<file path="config.mk">
export PLATFORM = sky130hd
export DESIGN_NAME = trim_frame_tx
export DESIGN_NICKNAME = d
export VERILOG_FILES = /design/src/rtl/trim_frame_pkg.sv /design/src/rtl/trim_frame_tick.sv /design/src/rtl/trim_frame_shifter.sv /design/src/rtl/trim_frame_seq.sv /design/src/rtl/trim_frame_tx.sv
export SDC_FILE = /design/constraint.sdc
export NUM_CORES = 1
export LEC_CHECK = 0
export BUFFER_PORTS_ARGS = -buffer_cell sky130_fd_sc_hd__buf_2
export CAP_MARGIN = 5
export CORE_MARGIN = 3
export CORE_UTILIZATION = 55
export DETAILED_ROUTE_END_ITERATION = 8
export PLACE_DENSITY = 0.77
export SYNTH_ARGS = -nofsm -noshare
export SYNTH_HDL_FRONTEND = slang
export SYNTH_SLANG_ARGS = --single-unit
export TNS_END_PERCENT = 30
</file>
<file path="constraint.sdc">
create_clock -name clk -period 4.87 [get_ports clk]
set_input_delay 0.2435 -clock clk [delete_from_list [all_inputs] [get_ports clk]]
set_output_delay 0.2435 -clock clk [all_outputs]
set_load 0.1 [all_outputs]
</file>
<file path="src/rtl/trim_frame_pkg.sv">
package trim_frame_pkg;

    typedef enum logic [2:0] {
        PH_IDLE,
        PH_HIGH,
        PH_LOW,
        PH_END,
        PH_GAP
    } phase_e;

    typedef struct packed {
        logic cs_n;
        logic sclk;
        logic busy;
    } pins_t;

    function automatic pins_t phase_pins(phase_e ph);
        pins_t p;
        unique case (ph)
            PH_IDLE: p = '{cs_n: 1'b1, sclk: 1'b1, busy: 1'b0};
            PH_HIGH: p = '{cs_n: 1'b0, sclk: 1'b1, busy: 1'b1};
            PH_LOW:  p = '{cs_n: 1'b0, sclk: 1'b0, busy: 1'b1};
            PH_END:  p = '{cs_n: 1'b0, sclk: 1'b1, busy: 1'b1};
            PH_GAP:  p = '{cs_n: 1'b1, sclk: 1'b1, busy: 1'b1};
            default: p = '{cs_n: 1'b1, sclk: 1'b1, busy: 1'b0};
        endcase
        return p;
    endfunction

endpackage

</file>
<file path="src/rtl/trim_frame_tick.sv">
module trim_frame_tick #(
    parameter int HALF_DIV = 8
) (
    input  logic clk,
    input  logic rst,
    input  logic run_i,
    output logic first_o,
    output logic last_o
);
    localparam int CW = (HALF_DIV > 1) ? $clog2(HALF_DIV) : 1;
    localparam logic [CW-1:0] LAST = CW'(HALF_DIV - 1);

    logic [CW-1:0] cnt_q;

    always_ff @(posedge clk) begin
        if (rst || !run_i) begin
            cnt_q <= '0;
        end else if (cnt_q == LAST) begin
            cnt_q <= '0;
        end else begin
            cnt_q <= cnt_q + 1'b1;
        end
    end

    assign first_o = run_i && (cnt_q == '0);
    assign last_o  = run_i && (cnt_q == LAST);

    // the half-period counter never leaves its range
    p_cnt_range_r4: assert property (@(posedge clk) disable iff (rst)
        cnt_q <= LAST);

    // the count advances by one inside a half period
    p_cnt_step_r4: assert property (@(posedge clk) disable iff (rst)
        (run_i && cnt_q != LAST) |=> (cnt_q == $past(cnt_q) + 1'b1) || !$past(run_i));

endmodule

</file>
<file path="src/rtl/trim_frame_shifter.sv">
module trim_frame_shifter #(
    parameter int W = 11
) (
    input  logic         clk,
    input  logic         rst,
    input  logic         load_i,
    input  logic [W-1:0] load_val_i,
    input  logic         shift_i,
    output logic         msb_o
);
    logic [W-1:0] sr_q;

    always_ff @(posedge clk) begin
        if (rst) begin
            sr_q <= '0;
        end else if (load_i) begin
            sr_q <= load_val_i;
        end else if (shift_i) begin
            sr_q <= {sr_q[W-2:0], 1'b0};
        end
    end

    assign msb_o = sr_q[W-1];

    // loading and shifting never coincide
    p_load_shift_excl_r3: assert property (@(posedge clk) disable iff (rst)
        load_i |-> !shift_i);

    // a load places the frame's top bit on the line next cycle
    p_load_msb_r3: assert property (@(posedge clk) disable iff (rst)
        load_i |=> (msb_o == $past(load_val_i[W-1])));

endmodule

</file>
<file path="src/rtl/trim_frame_seq.sv">
module trim_frame_seq
    import trim_frame_pkg::*;
#(
    parameter int NBITS = 11
) (
    input  logic clk,
    input  logic rst,
    input  logic start_i,
    input  logic first_i,
    input  logic last_i,
    output logic run_o,
    output logic load_o,
    output logic shift_o,
    output logic busy_o,
    output logic cs_n_o,
    output logic sclk_o,
    output logic done_o
);
    localparam int BW = (NBITS > 1) ? $clog2(NBITS) : 1;
    localparam logic [BW-1:0] BIT_LAST = BW'(NBITS - 1);

    phase_e      ph_q, ph_d;
    logic [BW-1:0] bit_q, bit_d;
    logic        gap_q, gap_d;
    logic        done_q;
    pins_t       pins;

    always_comb begin
        ph_d  = ph_q;
        bit_d = bit_q;
        gap_d = gap_q;
        unique case (ph_q)
            PH_IDLE: begin
                if (start_i) begin
                    ph_d  = PH_HIGH;
                    bit_d = '0;
                    gap_d = 1'b0;
                end
            end
            PH_HIGH: begin
                if (last_i) ph_d = PH_LOW;
            end
            PH_LOW: begin
                if (last_i) begin
                    if (bit_q == BIT_LAST) begin
                        ph_d = PH_END;
                    end else begin
                        ph_d  = PH_HIGH;
                        bit_d = bit_q + 1'b1;
                    end
                end
            end
            PH_END: begin
                if (last_i) begin
                    ph_d  = PH_GAP;
                    gap_d = 1'b0;
                end
            end
            PH_GAP: begin
                if (last_i) begin
                    if (gap_q) ph_d = PH_IDLE;
                    else       gap_d = 1'b1;
                end
            end
            default: ph_d = PH_IDLE;
        endcase
    end

    always_ff @(posedge clk) begin
        if (rst) begin
            ph_q   <= PH_IDLE;
            bit_q  <= '0;
            gap_q  <= 1'b0;
            done_q <= 1'b0;
        end else begin
            ph_q   <= ph_d;
            bit_q  <= bit_d;
            gap_q  <= gap_d;
            done_q <= (ph_q == PH_END) && last_i;
        end
    end

    assign pins    = phase_pins(ph_q);
    assign cs_n_o  = pins.cs_n;
    assign sclk_o  = pins.sclk;
    assign busy_o  = pins.busy;
    assign run_o   = (ph_q != PH_IDLE);
    assign done_o  = done_q;
    assign load_o  = (ph_q == PH_IDLE) && start_i;
    assign shift_o = ((ph_q == PH_HIGH) && first_i && (bit_q != '0))
                   || ((ph_q == PH_END) && last_i);

    // an accepted start opens the select window next cycle
    p_start_opens_r2: assert property (@(posedge clk) disable iff (rst)
        (!busy_o && start_i) |=> (!cs_n_o && busy_o));

    // done coincides with select rising
    p_done_cs_r7: assert property (@(posedge clk) disable iff (rst)
        done_o |-> (cs_n_o && $past(!cs_n_o)));

    // done lasts one cycle
    p_done_single_r7: assert property (@(posedge clk) disable iff (rst)
        done_o |=> !done_o);

    // busy holds while select is high after a frame
    p_busy_after_done_r8: assert property (@(posedge clk) disable iff (rst)
        done_o |=> busy_o);

endmodule

</file>
<file path="src/rtl/trim_frame_tx.sv">
module trim_frame_tx #(
    parameter int HALF_DIV = 8,
    parameter int ADDR_W   = 3,
    parameter int DATA_W   = 8
) (
    input  logic              clk,
    input  logic              rst,
    input  logic              start_i,
    input  logic [ADDR_W-1:0] addr_i,
    input  logic [DATA_W-1:0] data_i,
    output logic              busy_o,
    output logic              done_o,
    output logic              cs_n_o,
    output logic              sclk_o,
    output logic              sdo_o
);
    localparam int NBITS = ADDR_W + DATA_W;

    logic run, first, last, load, shift;
    logic busy, done, cs_n, sclk, sdo;

    trim_frame_tick #(.HALF_DIV(HALF_DIV)) u_tick (
        .clk     (clk),
        .rst     (rst),
        .run_i   (run),
        .first_o (first),
        .last_o  (last)
    );

    trim_frame_seq #(.NBITS(NBITS)) u_seq (
        .clk     (clk),
        .rst     (rst),
        .start_i (start_i),
        .first_i (first),
        .last_i  (last),
        .run_o   (run),
        .load_o  (load),
        .shift_o (shift),
        .busy_o  (busy),
        .cs_n_o  (cs_n),
        .sclk_o  (sclk),
        .done_o  (done)
    );

    trim_frame_shifter #(.W(NBITS)) u_shift (
        .clk        (clk),
        .rst        (rst),
        .load_i     (load),
        .load_val_i ({addr_i, data_i}),
        .shift_i    (shift),
        .msb_o      (sdo)
    );

    assign busy_o = busy;
    assign done_o = done;
    assign cs_n_o = cs_n;
    assign sclk_o = sclk;
    assign sdo_o  = sdo;

    // idle pins
    p_idle_pins_r1: assert property (@(posedge clk) disable iff (rst)
        !busy |-> (cs_n && sclk && !sdo && !done));

    // the serial clock rises only on a half-period boundary
    p_rise_aligned_r4: assert property (@(posedge clk) disable iff (rst)
        $rose(sclk) |-> first);

    // data does not move in the cycle of a rising edge
    p_sdo_hold_r5: assert property (@(posedge clk) disable iff (rst)
        $rose(sclk) |-> $stable(sdo));

    // data does not move while the clock is low
    p_sdo_low_r5: assert property (@(posedge clk) disable iff (rst)
        !sclk |-> $stable(sdo));

    // a start during busy never reloads the frame
    p_no_reload_r9: assert property (@(posedge clk) disable iff (rst)
        (busy && start_i) |-> !load);

    // the divider supports a distinct first and last cycle
    initial begin
        p_div_min_r10: assert (HALF_DIV >= 2);
    end

endmodule

</file>
==> results.cfg <==
[outcome]
status = complete, no violations

[power]
ir_drop_v = 0.000203
p_switching_w = 0.000142
combPwrFrac_pct = 28.2
p_per_area_mw_per_mm2 = 299
netSwitchingFraction_pct = 34.1
p_leak_nw = 0.530
intPower_w = 0.000274
seqPwrFrac_pct = 51.0
pwr-share-clk_pct = 20.8

[setup_path]
crit_chain = or3b_1, or4b_4, a221oi_1, a311oi_1
arrival_ns = 2.46
crit_path_max_incr_delay_ns = 0.66
slowest_stage = or4b_4
worst-setup-path-type = reg -> reg
path_buf_inv = 0
cp_top_family = simple AND/OR/NAND/NOR gates
start_kind = flop
cp_max_fo = 21
critical_path_required_ns = 5.03
cp-end-kind = flop

[finish]
final_util_pct = 66.8
area_growth_pct = 8.50
antenna_cells = 0
finalNetCount = 170
fin_cells = 176
drive_gt1_share_pct = 24.2

[yosys]
syn_area_mm2 = 0.00128
synth_most_common_cell = dfxtp_1
syn_nets = 158
synthTopCellsByArea = dfxtp_1 36%, a221oi_2 11%, a311oi_1 7.5%
yosysTopAreaCell = dfxtp_1
synth_top_area_share_pct = 35.9
yosysWarnings = 0
synth-seq-area-share_pct = 35.9
synth.distinct_cells = 34
synth_commonest_cells = 23 x dfxtp_1, 16 x nor2_1, 14 x inv_1
synth-seq-cells = 23
syn_avg_cell_area_um2 = 9.28
postSynth.asyncResetShare_pct = 0
syn_inst = 138
synth_edf_count = 0
ys.flop_type = dfxtp_1

[floorplanning]
io_pins = 19
die_h_um = 54.3
die-area_mm2 = 0.00294
die-width_um = 54.3
rows = 16
start_util_pct = 61.5
core_mm2 = 0.00208

[min_path]
hold_class = in -> reg

[timing]
worstMarginPinSlew_ns = 0.765
rsz0062_at_grt = false
period_share_pct = 47.2
finClkSkew_ns = 0.00224
finalHoldViolations = 0
setup_tns_ns = 0
finalSetupViolCount = 0
hold_ws_ns = 0.176
max_freq_mhz = 435
timing.final.max_slew_violations = 0
post-route-min-period_ns = 2.30
relSlewSlack_pct = 49.0

[routing]
drcViolationCount = 0
wl_um = 2420
wl_per_cell_um = 13.7
drt_iter0_markers = 21
viasPerCell = 5.91
ant_nets = 0
drt_first_pass_iters = 4
vias = 1040

[placed_design]
hpwl_um = 1670
placedCellCount = 172
port_buffers = 18
gp_congestion = 0.823

[global_routing]
grt_max_degree = 26
first_global_vias = 908
grt_use_total_pct = 17.3
gr-total-overflow = 0
antenna_found_initial = 0
grt_pass1_wl_um = 3830

[clocking]
ctsHoldBuffers = 0
cts.sinks = 23
cts_tree = yes
cts_resized = 0
clock_latency_ns = 0.30
clockRootBuffer = clkbuf_4
htreeDepth = 1
cts_buffers = 3
post_cts_buffers = 0
clock_path_buffers = 2
clk_pin_slew_ns = 0.12

[job]
maxCapViolations = 0
==> metrics by stage <==
step                cell area (um^2)  setup slack (ns)  power, W
finish                          1390              2.57  0.000416
global route                    1390              2.43  0.000438
CTS                             1390              2.59  0.000421
detailed placement              1360              2.62  0.000334
global placement                1360              2.68  0.000329
floorplan                       1280              2.28  0.000311
==> registers in the layout, indices dropped and copies added (netlist names) <==
signal,flops
u_seq.gap_q,1
u_seq.bit_q,4
u_shift.sr_q,11
u_seq.done_o,1
u_tick.cnt_q,3
u_seq.ph_q,3
==> cells in the final DEF, fill, tap and decap left out, drive strengths merged <==
| cell | instances |
|---|---|
| nand2b | 1 |
| or2 | 1 |
| ha | 6 |
| or4b | 1 |
| nor4b | 1 |
| nor2 | 16 |
| o22a | 1 |
| nor2b | 2 |
| nor4bb | 1 |
| or3b | 2 |
| a21oi | 3 |
| and3b | 2 |
| xnor2 | 3 |
| nor4 | 2 |
| buf | 19 |
| o31ai | 1 |
| mux2i | 4 |
| and2 | 2 |
| mux2 | 1 |
| a21o | 1 |
| o32ai | 1 |
| nor3b | 2 |
| nand3b | 1 |
| nand3 | 3 |
| a311oi | 11 |
| a221oi | 11 |
| dfxtp | 23 |
| inv | 14 |
| nand2 | 4 |
| clkbuf | 4 |
| nor3 | 5 |
==> cells by family after synthesis <==
| group | synth area share [%] |
|---|---|
| AO/OA/AOI/OAI | 23.1 |
| XOR/XNOR | 2.05 |
| adder cells (fa/ha/maj) | 5.86 |
| buffers and inverters | 8.59 |
| flip-flops | 35.9 |
| multiplexers | 4.00 |
| AND/OR/NAND/NOR | 20.4 |
==> area by class of cell <==
type / instances / area, um^2
repair buffers: 19 / 97.6
flip-flops and latches: 23 / 460
inverters: 14 / 52.6
well taps: 27 / 33.8
fillers: 166 / 692
multi-input cells: 89 / 719
clock buffers: 4 / 26.3
==> worst register-to-register path, delay by kind of cell (launching register included) <==
kind / cells / cell delay [ns]
and+or+nand+nor: 2 / 1.08
AOI/OAI and AO/OA: 2 / 0.43
DFF: 1 / 0.64
==> path summary, 6_finish.rpt <==
path | endpoint | slack (ns) | start | cells after the start
worst min-delay path | u_shift.sr_q[0] | 0.18 | data_i[0] | 3
worst min register to register | u_shift.sr_q[0] | 0.46 | u_shift.sr_q[0] | 2
worst max register to register | u_shift.sr_q[1] | 2.57 | u_seq.ph_q[0] | 4
worst max-delay path | u_shift.sr_q[1] | 2.57 | u_seq.ph_q[0] | 4
==> layer usage <==
layer  share of wire [%]  track usage [%]  vias up
li1                    -                -      527
met1                  48             23.9      485
met2                  47             27.9       26
met3                 4.2             3.27        2
met4                0.33             3.73        0
met5                   0                0        -
==> power groups by stage <==
| stage | sequential [W] | combinational (W) | clock, W |
|---|---|---|---|
| 2_1_floorplan | 0.000218 | 0.0000928 | 0 |
| 3_3_place_gp | 0.000216 | 0.000114 | 0 |
| 3_5_place_dp | 0.000216 | 0.000118 | 0 |
| 4_1_cts | 0.000212 | 0.000118 | 0.0000908 |
| 5_1_grt | 0.000214 | 0.000126 | 0.0000978 |
| 6_report | 0.000212 | 0.000117 | 0.0000864 |
(Power assumes the default switching activity.)
